==> src/rtl/bcd_add_pkg.sv <==
package bcd_add_pkg;
  parameter int DIGIT_W = 4;
  localparam int RADIX = 10;
  localparam int MAX_DIGIT = RADIX - 1;
  localparam logic [DIGIT_W-1:0] FIX_ADD = DIGIT_W'((2 ** DIGIT_W) - RADIX);
  localparam logic [DIGIT_W-1:0] DIGIT_LIMIT = DIGIT_W'(MAX_DIGIT);

  typedef struct packed {
    logic fixEn;
    logic [DIGIT_W-1:0] fixAddend;
  } fixStrobes_t;
endpackage

==> src/rtl/bcd_add_control.sv <==
module bcd_add_control
  import bcd_add_pkg::*;
(
  input  logic [DIGIT_W:1]   detectBits,
  input  logic [DIGIT_W-1:0] opA,
  input  logic [DIGIT_W-1:0] opB,
  output fixStrobes_t        strobes,
  output logic               badDigit
);
  logic rangeHit;
  logic needFix;

  // Intermediate 1010..1111: top bit set with either of the two next bits.
  always_comb begin
    rangeHit = detectBits[DIGIT_W-1] & (detectBits[DIGIT_W-2] | detectBits[DIGIT_W-3]);
    needFix = detectBits[DIGIT_W] | rangeHit;
    strobes.fixEn = needFix;
    strobes.fixAddend = needFix ? FIX_ADD : '0;
    badDigit = (opA > DIGIT_LIMIT) | (opB > DIGIT_LIMIT);
  end
endmodule

==> src/rtl/bcd_add_datapath.sv <==
module bcd_add_datapath
  import bcd_add_pkg::*;
(
  input  logic [DIGIT_W-1:0] opA,
  input  logic [DIGIT_W-1:0] opB,
  input  logic               carryIn,
  input  fixStrobes_t        strobes,
  output logic [DIGIT_W:0]   rawSum,
  output logic [DIGIT_W-1:0] sumDigit,
  output logic               carryOut
);
  always_comb begin
    rawSum = {1'b0, opA} + {1'b0, opB} + {{DIGIT_W{1'b0}}, carryIn};
  end

  // The six-adder keeps only the low bits; its own carry is not used.
  always_comb begin
    sumDigit = rawSum[DIGIT_W-1:0] + strobes.fixAddend;
    carryOut = strobes.fixEn;
  end
endmodule

==> src/rtl/bcd_digit_adder.sv <==
module bcd_digit_adder
  import bcd_add_pkg::*;
(
  input  logic [3:0] opA,
  input  logic [3:0] opB,
  input  logic       carryIn,
  output logic [3:0] sumDigit,
  output logic       carryOut,
  output logic       badDigit
);
  logic [DIGIT_W:0] rawSum;
  fixStrobes_t strobes;

  bcd_add_datapath i_datapath (
    .opA(opA), .opB(opB), .carryIn(carryIn), .strobes(strobes),
    .rawSum(rawSum), .sumDigit(sumDigit), .carryOut(carryOut)
  );

  bcd_add_control i_control (
    .detectBits(rawSum[DIGIT_W:1]), .opA(opA), .opB(opB),
    .strobes(strobes), .badDigit(badDigit)
  );
endmodule

==> config.mk <==
export PLATFORM = sky130hd
export DESIGN_NAME = bcd_digit_adder
export DESIGN_NICKNAME = d
export VERILOG_FILES = /design/src/rtl/bcd_add_pkg.sv /design/src/rtl/bcd_add_control.sv /design/src/rtl/bcd_add_datapath.sv /design/src/rtl/bcd_digit_adder.sv
export SDC_FILE = /design/constraint.sdc
export NUM_CORES = 1
export LEC_CHECK = 0
export BUFFER_PORTS_ARGS = -buffer_cell sky130_fd_sc_hd__buf_2
export CAP_MARGIN = 25
export CORE_AREA = 2 2 39 41
export DETAILED_ROUTE_END_ITERATION = 10
export DIE_AREA = 0 0 41 43
export GPL_TIMING_DRIVEN = 0
export PLACE_DENSITY = 0.43
export SYNTH_ARGS = -nofsm -noshare
export SYNTH_HDL_FRONTEND = slang
export SYNTH_SLANG_ARGS = --single-unit
==> constraint.sdc <==
create_clock -name vclk -period 11.3
set_clock_uncertainty 0.2 [all_clocks]
set_input_delay 1.695 -clock vclk [all_inputs]
set_output_delay 1.695 -clock vclk [all_outputs]
set_load 0.05 [all_outputs]
# == After elaboration in Yosys (flattened, before gate mapping) ==
# Index checks and enable logic that the tools add are counted.
# totals
register_bits,0
inputBits,9
output_inout_bits,6
word_cells,10
# op_classes
addsub,3
n_lt_le_gt_ge,2
n_mux,1
bitwise,4
# ops
op,n
"4-bit > comparator, second input constant",2
4-bit by 4-bit adder with 5-bit output,1
5-bit by 1-bit adder with 5-bit output,1
4-bit adder,1
3-bit 2-to-1 mux,1
1-bit bitwise OR,3
1-bit bitwise AND,1

# == Logic depth before layout (Yosys ltp) ==
# depth
depth_word,7
depth_mapped,11
depth_no_buf,11

# == Cells and area by module ==
# A second synthesis with hierarchy kept.
# hier_totals
hier_cells,37
hier_area_um2,314.1
# by_module_without_submodules
module,instances,cells_per_inst,area_each_um2,seq_area_each_um2
bcd_add_datapath,1,26,247.7,0.0
bcd_add_control,1,11,66.3,0.0

# == Worst setup path after synthesis ==
# OpenSTA, ideal clock, no wires.
# synth_path
path_type,input-to-output
start,in opA[0]
end,out sumDigit[3]
t_arrival_ns,5.278
t_required_ns,9.405
setup_slack_ns,4.127
path_stages,10
path_buffers,0
path_cell_list,inv_1 fa_1 inv_1 fa_1 o41a_1 a221o_1 ha_1 fa_1 xnor2_1 xnor2_1
# synth_via
elab_chain_cells,7
# synth_rtl
item,line,rtl
from (decl),bcd_digit_adder.sv:4,"input logic [3:0] opA,"
4-bit by 4-bit adder with 5-bit output (*),bcd_add_datapath.sv:13,"rawSum = {1'b0, opA} + {1'b0, opB} + {{DIGIT_W{1'b0}}, carryIn};"
5-bit by 1-bit adder with 5-bit output (*),bcd_add_datapath.sv:13,
1-bit bitwise OR,bcd_add_control.sv:15,rangeHit = detectBits[DIGIT_W-1] & (detectBits[DIGIT_W-2] | detectBits[DIGIT_W-3]);
1-bit bitwise AND,bcd_add_control.sv:15,
1-bit bitwise OR (*),bcd_add_control.sv:16,needFix = detectBits[DIGIT_W] | rangeHit;
via carryOut,bcd_digit_adder.sv:8,"output logic carryOut,"
3-bit 2-to-1 mux (*),bcd_add_control.sv:18,strobes.fixAddend = needFix ? FIX_ADD : '0;
4-bit adder (*),bcd_add_datapath.sv:18,sumDigit = rawSum[DIGIT_W-1:0] + strobes.fixAddend;
to (decl),bcd_digit_adder.sv:7,"output logic [3:0] sumDigit,"
# The timed path passes the listed nets; every way through them passes the cells marked *.

# == Worst setup path after layout ==
# layout_path
start,in opA[0]
end,out sumDigit[3]
# layout_via
elab_chain_cells,7
# layout_rtl
item,line
4-bit by 4-bit adder with 5-bit output (*),bcd_add_datapath.sv:13
5-bit by 1-bit adder with 5-bit output (*),bcd_add_datapath.sv:13
1-bit bitwise OR,bcd_add_control.sv:15
1-bit bitwise AND,bcd_add_control.sv:15
1-bit bitwise OR,bcd_add_control.sv:16
3-bit 2-to-1 mux,bcd_add_control.sv:18
4-bit adder (*),bcd_add_datapath.sv:18
# Mark *: on every way between the ends. The rest lies on a longest branch, timed or not.

==> results.md <==
- Status: completed
- Num ports: 15
- Setup tns final: 0 ns
- Leak pwr: 0.174 nW
- # diodes: 0
- Hold path depth: 4
- Total number of sequential cells: 0
- Mapped Cells: 26
- Startpoint Class: primary input
- FMAX: around 150 MHz
- CP Class: primary input to primary output
- Finished Layout Cells: 57
- CP arrival: ~4.8 ns
- Top cells by area, synth: fa_1, ha_1, inv_1
- Layout overhead on the synthesized area: 40.9%
- Final Setup Violations: 0
- Req. time, crit path: 9.41 ns
- Nets: 59
- Layout fillers: 161
- PwrDens: 145 nW/um2
- Final ANT Viol Nets: 0
- Site row count: 14
- Dpl cells: 57
- Initial DRC count: 6
- Worst slew pin tran: roughly 0.26 ns
- Final wirelength: ~440 um
- Via Count: approximately 240
- DRT Pass-1 Iters: 2
- Top-area cell type share of the netlist area: around 26%
- Width of the chip: 41 um
- Die area: 1760 um2
- Total of warnings raised by yosys: 0
- Core area: 1380 um2
- Largest net degree at the start of global routing: 6
- Final worst path period share: 58.8%
- Area leader, netlist: fa_1
- HP Start: opB[3]
- First-pass GRT wire length: 814 um
- Initial antenna violation count: 0
- Routed vias/inst: 4.14
- Setup repair bufs after CTS: 0
- Pins Over Slew Limit: 0
- Worst IR drop on VDD: around 0.035 mV
- Final hold vios: 0
- Hold buffer count at CTS: 0
- Chip height: between 40 and 50 um
- Synth cell types: 15
- Seq/Total Area, Yosys: 0%
- Multi-input logic area: 214 um2
- CTS resizes: 0
- Worst-path fanout max: 3
- Minimum clock period: between 6 and 7 ns
- Synthesized area: 233 um2
- Relative slew margins: 82.7%
- Effective utilization at floorplan: 16.8%
- Critical Path Sink Type: primary output
- Vias in the first global route: 216
- Most frequent cells in the layout: buf_2, inv_1, ha_1
- Total grt overflow: 0
- Hold endpoint: badDigit
- Buffers added on ports: 15
- # DRC: 0
- GR Util All Layers: 6.01%
- RSZ-0062 raised after global routing: false
- WL/cell: approximately 7.7 um
- Most common cell after layout, fill and taps aside: buf_2
- Clock buffers: 0
- MaxCap Viol Count: 0
- FF/Latch Area: 0 um2
- Syn Nets: 42
- Fraction of layout cells with a size suffix above 1: between 30% and 40%
- Worst hold path type: primary input to primary output
- Post-Syn Area per Cell: 8.95 um2
- Routability congestion estimate: 0.709
[routing by layer]
metal | wire (um) | vias to the layer above | track usage (%) | part of all wire [%]
li1 | - | 120 | - | -
met1 | 221 | 108 | 9.27 | 50
met2 | 188 | 8 | 9.69 | 43
met3 | 30 | 0 | 0 | 6.8
met4 | 0 | 0 | 0 | 0
met5 | 0 | - | 0 | 0
[cell families (layout without fill, tap and decap cells)]
logic type                 Yosys count  count (layout)  share of synthesized area (%)
xor gates and xnor gates             3               3                           11.3
AOI/OAI and AO/OA                    8               8                           27.4
and+or+nand+nor                      3               3                           5.91
adders and majority gates            7               7                           47.3
buffers and inverters                5              20                           8.07
[through the flow]
step                power [W]  util (%)  cell area [um2]  setup WS [ns]  hold slack (ns)
detailed placement  0.0000480      23.7              328           4.63             3.61
global route        0.0000515      23.7              328           4.46             3.65
CTS                 0.0000481      23.7              328           4.63             3.61
floorplan           0.0000404         -              233           4.13             3.52
finish              0.0000475      23.7              328           4.66             3.61
global placement    0.0000479      23.7              328           4.63             3.61
[cell type report]
| type | instances | share of cell area (%) |
|---|---|---|
| multi-input cells | 21 | 65.3 |
| inverters | 5 | 5.73 |
| well taps | 16 | 6.11 |
| repair buffers | 15 | 22.9 |
[report_power, final]
group / switching (W) / internal [W]
sequential: 0 / 0
combinational: 0.0000340 / 0.0000135
clock: 0 / 0
total: 0.0000340 / 0.0000135
[synth_stat cells (all sizes together), types with 2 or more instances]
cell type	number
fa	3
o21ai	2
xnor2	2
inv	5
ha	4
[worst max-delay path by stage]
stage          startpoint          end  slack, ns  cells past startpoint
2_1_floorplan      opA[0]  sumDigit[3]       4.13                     10
3_3_place_gp       opA[0]  sumDigit[3]       4.63                     12
3_5_place_dp       opA[0]  sumDigit[3]       4.63                     12
4_1_cts            opA[0]  sumDigit[3]       4.63                     12
5_1_grt            opA[0]  sumDigit[3]       4.46                     12
6_report           opA[0]  sumDigit[3]       4.66                     12
[worst max-delay path, cell delays in order]
cell,delay (ns)
buf_2,0.07
inv_1,0.04
fa_1,0.43
inv_1,0.08
fa_1,0.45
o41a_1,0.44
a221o_1,0.38
ha_1,0.21
fa_1,0.38
xnor2_1,0.17
xnor2_1,0.13
buf_2,0.27
Power figures use the tool's default switching activity.
